===== config.mk =====
export PLATFORM = sky130hd
export DESIGN_NAME = dual_tick_timer
export DESIGN_NICKNAME = d
export VERILOG_FILES = /design/src/rtl/tmr_pkg.sv /design/src/rtl/tmr_countdown.sv /design/src/rtl/tmr_stamp.sv /design/src/rtl/tmr_status.sv /design/src/rtl/dual_tick_timer.sv
export SDC_FILE = /design/constraint.sdc
export NUM_CORES = 1
export LEC_CHECK = 0
export BUFFER_PORTS_ARGS = -buffer_cell sky130_fd_sc_hd__buf_2
export CORE_MARGIN = 2
export CORE_UTILIZATION = 55
export CTS_CLUSTER_DIAMETER = 60
export CTS_CLUSTER_SIZE = 40
export DETAILED_ROUTE_END_ITERATION = 6
export GPL_ROUTABILITY_DRIVEN = 0
export PLACE_DENSITY = 0.79
export SLEW_MARGIN = 20
export SYNTH_ARGS = -nofsm -noshare
export SYNTH_HDL_FRONTEND = slang
export SYNTH_SLANG_ARGS = --single-unit

===== constraint.sdc =====
create_clock -name clk -period 4.41 [get_ports clk]
set_input_delay 0.6615 -clock clk [delete_from_list [all_inputs] [get_ports clk]]
set_output_delay 0.6615 -clock clk [all_outputs]
set_load 0.05 [all_outputs]

===== src/rtl/tmr_pkg.sv =====
package tmr_pkg;

    localparam int unsigned OFS_STAMP  = 'h00;
    localparam int unsigned OFS_STATUS = 'h20;

    // timer i: count at 0x04 + 8*i, control word at 0x08 + 8*i
    function automatic int unsigned cnt_ofs(input int unsigned idx);
        return 4 + 8 * idx;
    endfunction

    function automatic int unsigned ctl_ofs(input int unsigned idx);
        return 8 + 8 * idx;
    endfunction

endpackage


===== src/rtl/tmr_countdown.sv =====
module tmr_countdown #(
    parameter int DATA_W = 32
) (
    input  logic              clk,
    input  logic              rst,
    input  logic              ld,
    input  logic [DATA_W-1:0] ld_data,
    output logic [DATA_W-1:0] count,
    output logic [DATA_W-1:0] ctl_word,
    output logic              expire
);

    localparam int RLD_W = DATA_W - 2;

    typedef struct packed {
        logic [RLD_W-1:0]  rld;
        logic              one;
        logic              run;
        logic [DATA_W-1:0] cnt;
    } cd_state_t;

    cd_state_t st_d, st_q;
    logic      exp_d;

    always_comb begin
        st_d  = st_q;
        exp_d = 1'b0;
        if (ld) begin
            st_d.rld = ld_data[DATA_W-1:2];
            st_d.one = ld_data[1];
            st_d.run = ld_data[0];
            st_d.cnt = {ld_data[DATA_W-1:2], 2'b00};
        end else if (st_q.run) begin
            if (st_q.cnt == '0) begin
                exp_d = 1'b1;
                if (st_q.one) begin
                    st_d.run = 1'b0;
                end else begin
                    st_d.cnt = {st_q.rld, 2'b00};
                end
            end else begin
                st_d.cnt = st_q.cnt - 1'b1;
            end
        end
    end

    always_ff @(posedge clk) begin
        if (rst) begin
            st_q <= '0;
        end else begin
            st_q <= st_d;
        end
    end

    assign count    = st_q.cnt;
    assign ctl_word = {st_q.rld, st_q.one, st_q.run};
    assign expire   = exp_d;

    AST_COUNT_STEP: assert property (@(posedge clk) disable iff (rst)
        (!ld && st_q.run && st_q.cnt != '0) |=> (st_q.cnt == $past(st_q.cnt) - 1'b1));

    AST_PERIODIC_RELOAD: assert property (@(posedge clk) disable iff (rst)
        (!ld && st_q.run && !st_q.one && st_q.cnt == '0) |=> (st_q.cnt == {st_q.rld, 2'b00}));

    AST_SINGLE_STOPS: assert property (@(posedge clk) disable iff (rst)
        (!ld && st_q.run && st_q.one && st_q.cnt == '0) |=> (!st_q.run && st_q.cnt == '0));

    AST_IDLE_HOLDS: assert property (@(posedge clk) disable iff (rst)
        (!ld && !st_q.run) |=> $stable(st_q.cnt));

endmodule


===== src/rtl/tmr_stamp.sv =====
module tmr_stamp #(
    parameter int DATA_W = 32
) (
    input  logic              clk,
    input  logic              rst,
    input  logic              ld,
    input  logic [DATA_W-1:0] ld_data,
    output logic [DATA_W-1:0] value,
    output logic              wrap
);

    typedef struct packed {
        logic [DATA_W-1:0] ts;
    } ts_state_t;

    ts_state_t st_d, st_q;

    always_comb begin
        st_d = st_q;
        if (ld) begin
            st_d.ts = ld_data;
        end else begin
            st_d.ts = st_q.ts + 1'b1;
        end
    end

    always_ff @(posedge clk) begin
        if (rst) begin
            st_q <= '0;
        end else begin
            st_q <= st_d;
        end
    end

    assign value = st_q.ts;
    assign wrap  = !ld && (st_q.ts == '1);

    AST_STAMP_ADVANCE: assert property (@(posedge clk) disable iff (rst)
        !ld |=> (st_q.ts == $past(st_q.ts) + 1'b1));

    AST_STAMP_LOAD: assert property (@(posedge clk) disable iff (rst)
        ld |=> (st_q.ts == $past(ld_data)));

endmodule


===== src/rtl/tmr_status.sv =====
module tmr_status #(
    parameter int NUM_FLAGS = 3
) (
    input  logic                 clk,
    input  logic                 rst,
    input  logic [NUM_FLAGS-1:0] set,
    input  logic [NUM_FLAGS-1:0] clr,
    output logic [NUM_FLAGS-1:0] pend,
    output logic                 irq
);

    typedef struct packed {
        logic [NUM_FLAGS-1:0] flags;
    } st_state_t;

    st_state_t st_d, st_q;

    always_comb begin
        st_d       = st_q;
        st_d.flags = (st_q.flags & ~clr) | set;
    end

    always_ff @(posedge clk) begin
        if (rst) begin
            st_q <= '0;
        end else begin
            st_q <= st_d;
        end
    end

    assign pend = st_q.flags;
    assign irq  = |st_q.flags;

    AST_FLAG_STICKY: assert property (@(posedge clk) disable iff (rst)
        1'b1 |=> ((pend & $past(pend & ~clr)) == $past(pend & ~clr)));

    AST_SET_WINS: assert property (@(posedge clk) disable iff (rst)
        (set != '0) |=> ((pend & $past(set)) == $past(set)));

endmodule


===== src/rtl/dual_tick_timer.sv =====
module dual_tick_timer #(
    parameter int DATA_W  = 32,
    parameter int ADDR_W  = 6,
    parameter int NUM_TMR = 2
) (
    input  logic              clk,
    input  logic              rst,
    input  logic              wr_en,
    input  logic [ADDR_W-1:0] addr,
    input  logic [DATA_W-1:0] wdata,
    output logic [DATA_W-1:0] rdata,
    output logic              irq
);

    import tmr_pkg::*;

    localparam int NUM_FLAGS = NUM_TMR + 1;
    localparam int TS_BIT    = NUM_TMR;

    logic [DATA_W-1:0]    cnt_w [NUM_TMR];
    logic [DATA_W-1:0]    ctl_w [NUM_TMR];
    logic [NUM_TMR-1:0]   tmr_ld;
    logic [NUM_TMR-1:0]   tmr_exp;
    logic [DATA_W-1:0]    ts_w;
    logic                 ts_ld;
    logic                 ts_wrap;
    logic [NUM_FLAGS-1:0] flag_set;
    logic [NUM_FLAGS-1:0] flag_clr;
    logic [NUM_FLAGS-1:0] flag_q;

    genvar gi;
    generate
        for (gi = 0; gi < NUM_TMR; gi++) begin : g_tmr
            assign tmr_ld[gi] = wr_en && (addr == ADDR_W'(ctl_ofs(gi)));

            tmr_countdown #(
                .DATA_W (DATA_W)
            ) u_cd (
                .clk      (clk),
                .rst      (rst),
                .ld       (tmr_ld[gi]),
                .ld_data  (wdata),
                .count    (cnt_w[gi]),
                .ctl_word (ctl_w[gi]),
                .expire   (tmr_exp[gi])
            );
        end
    endgenerate

    assign ts_ld = wr_en && (addr == ADDR_W'(OFS_STAMP));

    tmr_stamp #(
        .DATA_W (DATA_W)
    ) u_stamp (
        .clk     (clk),
        .rst     (rst),
        .ld      (ts_ld),
        .ld_data (wdata),
        .value   (ts_w),
        .wrap    (ts_wrap)
    );

    always_comb begin
        flag_set         = '0;
        flag_set[TS_BIT] = ts_wrap;
        flag_set[NUM_TMR-1:0] = tmr_exp;
        flag_clr = (wr_en && (addr == ADDR_W'(OFS_STATUS))) ? wdata[NUM_FLAGS-1:0] : '0;
    end

    tmr_status #(
        .NUM_FLAGS (NUM_FLAGS)
    ) u_status (
        .clk  (clk),
        .rst  (rst),
        .set  (flag_set),
        .clr  (flag_clr),
        .pend (flag_q),
        .irq  (irq)
    );

    always_comb begin
        rdata = '0;
        if (addr == ADDR_W'(OFS_STAMP)) begin
            rdata = ts_w;
        end
        if (addr == ADDR_W'(OFS_STATUS)) begin
            rdata = DATA_W'(flag_q);
        end
        for (int i = 0; i < NUM_TMR; i++) begin
            if (addr == ADDR_W'(cnt_ofs(i))) begin
                rdata = cnt_w[i];
            end
            if (addr == ADDR_W'(ctl_ofs(i))) begin
                rdata = ctl_w[i];
            end
        end
    end

    AST_UNMAPPED_ZERO: assert property (@(posedge clk) disable iff (rst)
        (addr >= ADDR_W'('h14) && addr <= ADDR_W'('h1C)) |-> (rdata == '0));

    AST_IRQ_FOLLOWS_FLAGS: assert property (@(posedge clk) disable iff (rst)
        (rdata == '0 && addr == ADDR_W'(OFS_STATUS)) |-> !irq);

endmodule


Yosys cells after proc, flatten, opt, wreduce, memory -nomap -nowiden
Index checks and enable logic that the tools add are counted.

Register bits after elaboration: 163. Output and inout bits: 33. Input bits: 41.

Bitwise operators: 3. Eq/ne operators: 10. $add $sub $neg: 3. Reductions and logical operators: 18. Multiplexer cells: 26.

Operators with widths (count): two-way mux 32 bit (11); two-way mux 33 bit (4); logical NOT 32 bit (2); subtractor 32 x 1 -> 32 bit, second input constant (2); adder 32 x 1 -> 32 bit, second input constant (1); == test 32 bit, second input constant (1); == test 6 x 4 -> 1 bit, second input constant (2); two-way mux 1 bit (10); AND reduction 2 bit (4); == test 6 x 3 -> 1 bit, second input constant (1); == test 6 x 5 -> 1 bit, second input constant (1); == test 6 bit, second input constant (1); logical NOT 6 bit (1); != test 3 x 2 -> 1 bit, second input constant (2); logical AND 1 bit (5); != test 2 bit, second input constant (2); nonzero test 2 bit (2); OR reduction 2 bit (2); AND 3 bit (1); two-way mux 3 bit (1); NOT 3 bit (1); OR 3 bit (1); OR reduction 3 bit (1); logical NOT 1 bit (1).

Logic depth before layout (Yosys ltp)
Gate-level depths: netlist (run 1).

Depth after elaboration: 7. Gate-level depth with buffers: 10. Depth with buffers taken out: 8.

Cells and area by module
From an unflattened synthesis (run 1), not the netlist that was laid out.

Cell total of the unflattened synthesis: 1387. Area, all modules: 10940.5 µm².

By module, submodules not included: tmr_countdown at g_tmr[0].u_cd (area each 3621.0 µm², times used 1, sequential area each 1281.2 µm², cells an instance 458); tmr_countdown at g_tmr[1].u_cd (area each 3412.0 µm², times used 1, sequential area each 1281.2 µm², cells an instance 431); dual_tick_timer (area each 1938.1 µm², times used 1, sequential area each 0.0 µm², cells an instance 251); tmr_stamp (area each 1858.0 µm², times used 1, sequential area each 640.6 µm², cells an instance 234); tmr_status (area each 111.4 µm², times used 1, sequential area each 60.1 µm², cells an instance 13).

Least setup slack after synthesis (run 1)
OpenSTA, ideal clock, no wires.

Path kind: input port to output port. From: input port addr[3]. To: output port rdata[0]. Arrival time: 2805 ps. Required time: 3749 ps. Stages on the path: 6. Slack: 943 ps. Cell sequence: buf_1 > clkbuf_1 > mux2i_1 > o31ai_1 > a21oi_1 > o21ai_0.

Cells in the longest elaborated chain, start to end: 7. Elaborated cells on any way between the ends: 12. Classes of those cells: eq/ne: 5; mux: 6; reduce/logical: 1.

Ends and longest elaborated chain: from (decl) (line dual_tick_timer.sv:9) `input logic [ADDR_W-1:0] addr,`; logical NOT 6 bit (line dual_tick_timer.sv:83) `if (addr == ADDR_W'(OFS_STAMP)) begin`; two-way mux 32 bit (line dual_tick_timer.sv:83); two-way mux 32 bit (line dual_tick_timer.sv:86) `if (addr == ADDR_W'(OFS_STATUS)) begin`; two-way mux 32 bit (line dual_tick_timer.sv:90) `if (addr == ADDR_W'(cnt_ofs(i))) begin`; two-way mux 32 bit (line dual_tick_timer.sv:93) `if (addr == ADDR_W'(ctl_ofs(i))) begin`; two-way mux 32 bit (line dual_tick_timer.sv:90); two-way mux 32 bit * (line dual_tick_timer.sv:93); to (decl) (line dual_tick_timer.sv:11) `output logic [DATA_W-1:0] rdata,`.

Every way passes the cells marked *; elsewhere a longest branch is shown, timed or not.

Final worst setup path (run 1)
From: input port addr[3]. To: output port rdata[20].

Same word-level chain as after synthesis.

==> results by group, run 1 <==
Critical path
  • Reg-to-reg setup timing slack: 1310 ps
  • CP arrival: 2830 ps
  • Reg2reg path depth: 7
  • Worst flop-to-flop path endpoint: u_stamp.value[30]
  • WP data required: 3750 ps
  • Crit start category: primary input
  • Crit end category: output port
  • Worst r2r src: u_stamp.value[0]
  • Critical path type: in -> out
  • Worst Setup EP: rdata[20]
  • CP startpoint: addr[3]
  • Worst-path maximum fanout: 21

Yosys
  • Synth cell types: 72
  • Yosys Warn Count: 0
  • Mapped Nets: 1,309
  • Synth Register Bits: 163
  • Synth area leaders: dfxtp_1, nand2_1, a22oi_1
  • Avg Cell Area, Syn: 7.74 sq um
  • Number of synthesized flops with an enable pin: 0
  • Synth top area share: 33.4%
  • Yosys top cell by area: dfxtp_1
  • Synth async-reset ratio: 0%
  • Post-synthesis sequential area ratio: 33.4%
  • Netlist Area Pre-Place: 9780 sq um
  • Ys flop type: dfxtp_1
  • Mapped Cells: 1,263

Route
  • Initial DRT Pass Iterations: 6
  • DR iter-0 viols: 1,820
  • Final WL: 35,200 um
  • DR vias: 10,610
  • Vias per inst: 6.97
  • Avg WL per Cell: 23.1 um
  • Antenna viol nets, final: 0
  • DRC: 0

STA
  • Slew Limit Headroom: 24.3%
  • RSZ-0062 raised after global routing: false
  • Final worst setup slack: 919 ps
  • Worst hold slack: 470 ps
  • Final setup fails: 0
  • Pins Over Slew Limit: 0
  • Actual slew at the worst max-slew pin: 1140 ps
  • Min cycle time layout: 3490 ps
  • Period utilization: 79.2%
  • Worst Skew: 10.3 ps
  • Peak Freq: 286 MHz
  • Final Hold Fails: 0
  • Fin Setup TNS: 0 ps

Pwr
  • Static leakage: 3.96 nW
  • Post-layout total power: 3.48 mW
  • Total power per unit cell area: 320 nW/um^2
  • Maximum VDD drop: 0.287 mV

Clock network
  • Post-CTS setup buffer count: 0
  • Cts bufs inserted: 17
  • Clk sinks: 163
  • Clock tree root buffer cell: clkbuf_16
  • # hold bufs at CTS: 0
  • Clk slew on worst S/H paths: 60 ps
  • Max H-tree Level: 4
  • CTS tree: yes
  • Later-pin clock latency in the skew report: 430 ps
  • Longest Clk Path Bufs: 2
  • Cts repair resizes: 0

Job
  • Maxcap violations: 0

Worst hold path
  • Hold Path Class: reg -> reg

Global routing
  • Overall routing resource usage: 37.9%
  • Largest net degree at the start of global routing: 100
  • Initial antenna violation count: 1
  • Vias in the first global route: 9,840
  • Global-route wire length before repair: 54,800 um
  • Total grt overflow: 0

Cells and area
  • Finished Core Util: 62.7%
  • Most common cell after layout, fill and taps aside: nand2_1
  • Final cell count without fillers: 1,523
  • Area delta synth->final: 11.4%
  • Layout cells sized above 1: 15.1%
  • Nets: 1,330
  • # fillers: 1,520
  • Footprint of the multi-input gates: 6080 sq um
  • Final Instance Area: 10,900 sq um
  • Most frequent cells in the layout: nand2_1, dfxtp_1, a21oi_1, nor2_1, a22oi_1
  • Seq. cell area: 3260 sq um

Floorplanning
  • Rows: 48
  • I/O pin count: 74
  • Core ar.: 17,400 sq um
  • Die height: 137 um
  • Starting density of the core: 56.3%
  • Die width: 137 um
  • Die area: 18,900 sq um

Placement
  • Post-placement cell count: 1,490
  • Port bufs: 73
  • Post-detail-place hpwl: 24,100 um
  • Worst slack at placement: 969 ps
  • Area after DPL: 10,300 sq um

Run status
  • Status: completed
## power by group
part | total, mW | switching, mW | internal, mW
registers | 1.50 | 0.0162 | 1.48
logic | 0.389 | 0.269 | 0.120
clock network | 1.59 | 0.615 | 0.980
## cells in the mapped netlist, types with 5 or more instances
cell type	n
and3_1	20
nand4_1	17
mux2i_1	5
o31ai_1	11
nor3_1	30
and4_1	6
or3_1	10
nand2b_1	5
inv_1	14
ha_1	5
nor2_1	92
buf_2	12
o211ai_1	6
o21ai_0	60
a31oi_1	13
or4_1	7
clkbuf_1	77
xnor2_1	41
nor4_1	18
nand2_1	195
o22ai_1	17
nor4_4	5
nand3_1	51
a21oi_1	106
xor2_1	25
a22oi_1	83
dfxtp_1	163
a221o_1	20
a211oi_1	32
mux2_2	29
buf_1	8
## state kept, by name, summed over array words and instances (netlist names)
register / count
u_stamp.value: 32
u_status.pend: 3
g_tmr.u_cd.ctl_word: 64
g_tmr.u_cd.count: 64
## how the worst min path moves through the flow
| stage | from | end | depth (start not counted) |
|---|---|---|---|
| after floorplan | u_status.pend[0] | u_status.pend[0] | 2 |
| after global placement | g_tmr[1].u_cd.ctl_word[19] | g_tmr[1].u_cd.ctl_word[19] | 2 |
| after detailed placement | g_tmr[1].u_cd.ctl_word[23] | g_tmr[1].u_cd.ctl_word[23] | 2 |
| after CTS | g_tmr[1].u_cd.ctl_word[23] | g_tmr[1].u_cd.ctl_word[23] | 2 |
| after global routing | g_tmr[1].u_cd.ctl_word[23] | g_tmr[1].u_cd.ctl_word[23] | 2 |
| final | g_tmr[1].u_cd.ctl_word[23] | g_tmr[1].u_cd.ctl_word[23] | 2 |
## worst max-delay path, stage by stage
cell     delay (ps)
buf_2           410
nor2b_2         670
buf_4           420
a22oi_1         150
o21ai_0         200
buf_2           300
## cells by family (layout without fill, tap and decap cells)
logic type	count (synthesis)	after routing	share of synthesized area [%]
simple gates	494	494	25.4
other cells	0	1	0
xor+xnor	66	66	5.91
compound gates	385	385	25.9
buf+inv	115	149	4.72
fa+ha+maj	5	5	0.640
mux	35	35	4.08
flops	163	163	33.4
## cell type report
cell class,instances,area share (%)
multi-input cells,985,55.8
well taps,225,2.59
repair buffers,102,5.38
clock inverters,8,1.38
flip-flops and latches,163,30.0
diodes,1,0.0230
inverters,15,0.517
clock buffers,24,4.33
## metal layers
layer,GRT usage (%),vias up,wire [um]
li1,-,4709,-
met1,51.1,5017,13700
met2,55.7,754,15500
met3,10.8,130,4570
met4,17.9,0,1500
met5,0,-,0
Power figures use the tool's default switching activity.
==> inputs of run 2 (changes only) <==
Clock period 4.41 ns to 3.5 ns, I/O delays scaled along.
==> run 2 against run 1 <==
  * Largest power group is now sequential cells
  * Combinational power grew 26%
  * Clock skew is 2.2 ps lower
  * Cell area about the same
  * Worst setup slack got worse by 390 ps
  * Power up 19%
  * Cell count is 0.33% higher
  * First-iteration DRC count fell by 17%
==> results by group, run 2 (synthesis results as in run 1) <==
Global routing
  • Vias in the first global route: 9,514 (was 9,840)
  • Overall routing resource usage: 37.3% (was 37.9%)
  • Total grt overflow: 0 (unchanged)
  • Largest net degree at the start of global routing: 65 (was 100)
  • Global-route wire length before repair: 53,800 um (was 54,800 um)
  • Initial antenna violation count: 2 (was 1)

Critical path
  • CP peak stage delay: 710 ps (was 670 ps)
  • CP Cell Sequence: inv_1 > ha_1 > nor4b_1 > nand4_1 > nor3_1 > a21oi_1 > buf_4 > a31oi_1 > o21ai_0 (was buf_2 > nor2b_2 > buf_4 > a22oi_1 > o21ai_0 > buf_2)
  • Buf/Inv on CP: 2 (was 3)
  • Crit end category: register (was output port)
  • Worst-path maximum fanout: 12 (was 21)
  • Slowest CP cell: nor3_1 (was nor2b_2)
  • Crit path max-delay family: simple AND/OR/NAND/NOR gates (was buffers and inverters)
  • Critical path type: reg -> reg (was in -> out)
  • WP data required: 3810 ps (was 3750 ps)
  • Reg-to-reg setup timing slack: 530 ps (was 1310 ps)
  • Crit start category: register (was primary input)
  • CP arrival: 3280 ps (was 2830 ps)

Cells and area
  • Final cell count without fillers: 1,528 (was 1,523)
  • Most common cell after layout, fill and taps aside: nand2_1 (unchanged)
  • # fillers: 1,468 (was 1,520)
  • Finished Core Util: 62.7% (about the same)
  • Area delta synth->final: 11.4% (about the same)
  • Nets: 1,336 (was 1,330)
  • Final Instance Area: 10,900 sq um (about the same)
  • Most frequent cells in the layout: nand2_1, dfxtp_1, a21oi_1, nor2_1, a22oi_1 (unchanged)
  • ANT cells: 0 (was 1)
  • Layout cells sized above 1: 15.4% (was 15.1%)

Route
  • Final WL: 34,900 um (was 35,200 um)
  • DR iter-0 viols: 1,515 (was 1,820)
  • Vias per inst: 6.88 (was 6.97)
  • Antenna viol nets, final: 0 (unchanged)
  • Avg WL per Cell: 22.9 um (was 23.1 um)
  • Initial DRT Pass Iterations: 6 (unchanged)
  • DRC: 0 (unchanged)
  • DR vias: 10,519 (was 10,610)

STA
  • Worst hold slack: 376 ps (was 470 ps)
  • Worst Skew: 8.04 ps (was 10.3 ps)
  • Slew Limit Headroom: 28.5% (was 24.3%)
  • Min cycle time layout: 2970 ps
  • Period utilization: 84.9%
  • Pins Over Slew Limit: 0 (unchanged)
  • Final setup fails: 0 (unchanged)
  • Final worst setup slack: 528 ps (was 919 ps)
  • Final Hold Fails: 0 (unchanged)
  • Fin Setup TNS: 0 ps (unchanged)
  • RSZ-0062 raised after global routing: false (unchanged)
  • Peak Freq: 336 MHz
  • Actual slew at the worst max-slew pin: 1070 ps (was 1140 ps)

Floorplanning
  • Starting density of the core: 56.3% (unchanged)
  • Rows: 48 (unchanged)
  • Die width: 137 um (unchanged)
  • Die area: 18,900 sq um (unchanged)
  • Core ar.: 17,400 sq um (unchanged)
  • Die height: 137 um (unchanged)
  • I/O pin count: 74 (unchanged)

Pwr
  • Static leakage: 3.96 nW (about the same)
  • Maximum VDD drop: 0.344 mV (was 0.287 mV)
  • Total power per unit cell area: 382 nW/um^2 (was 320 nW/um^2)
  • Post-layout total power: 4.16 mW (was 3.48 mW)

Placement
  • Worst slack at placement: 624 ps (was 969 ps)
  • Post-placement cell count: 1,496 (was 1,490)
  • Area after DPL: 10,300 sq um (about the same)
  • Port bufs: 73 (unchanged)
  • Post-detail-place hpwl: 24,100 um (about the same)

Run status
  • Status: completed (unchanged)

Clock network
  • Clock tree root buffer cell: clkbuf_16 (unchanged)
  • Later-pin clock latency in the skew report: 440 ps (was 430 ps)
  • Post-CTS setup buffer count: 0 (unchanged)
  • Cts bufs inserted: 17 (unchanged)
  • CTS tree: yes (unchanged)
  • Max H-tree Level: 4 (unchanged)
  • # hold bufs at CTS: 0 (unchanged)
  • Clk sinks: 163 (unchanged)
  • Cts repair resizes: 0 (unchanged)
  • Longest Clk Path Bufs: 2 (unchanged)
  • Clk slew on worst S/H paths: 60 ps (about the same)

Worst hold path
  • Hold Path Class: in -> reg (was reg -> reg)

Job
  • Maxcap violations: 0 (unchanged)
==> run 2: area by class of cell <==
cell class	count	area, sq um	share of cell area [%]
Sequential cell	163	3260	30.0
Timing Repair Buffer	108	668	6.14
Tap cell	225	282	2.59
Clock buffer	24	462	4.24
Clock inverter	8	80.1	0.736
Multi-Input combinational cell	985	6070	55.8
Inverter	15	56.3	0.517
==> run 2: final timing paths <==
kind | start | end | cells past startpoint
worst max-delay path | g_tmr[1].u_cd.count[1] | g_tmr[1].u_cd.count[25] | 9
worst max register to register | g_tmr[1].u_cd.count[1] | g_tmr[1].u_cd.count[25] | 9
worst min register to register | g_tmr[1].u_cd.ctl_word[18] | g_tmr[1].u_cd.ctl_word[18] | 2
worst min-delay path | wdata[16] | g_tmr[0].u_cd.ctl_word[16] | 3
==> run 2: per-layer routing <==
layer / up-vias / share of wire (%) / GRT usage (%)
met5: - / 0.072 / 0
met2: 766 / 44 / 56.2
li1: 4704 / - / -
met4: 4 / 3.7 / 15.4
met3: 116 / 13 / 10.1
met1: 4929 / 40 / 50.5
==> run 2: where the power goes <==
group | internal (mW) | switching, mW
combinational | 0.157 | 0.333
sequential | 1.87 | 0.0208
clock | 0.997 | 0.780
total | 3.02 | 1.13
==> run 2: worst min-delay path, delay by kind of cell <==
kind	cells	cell delay, ps
buf+inv	1	130
simple gates	1	60
compound gates	1	50
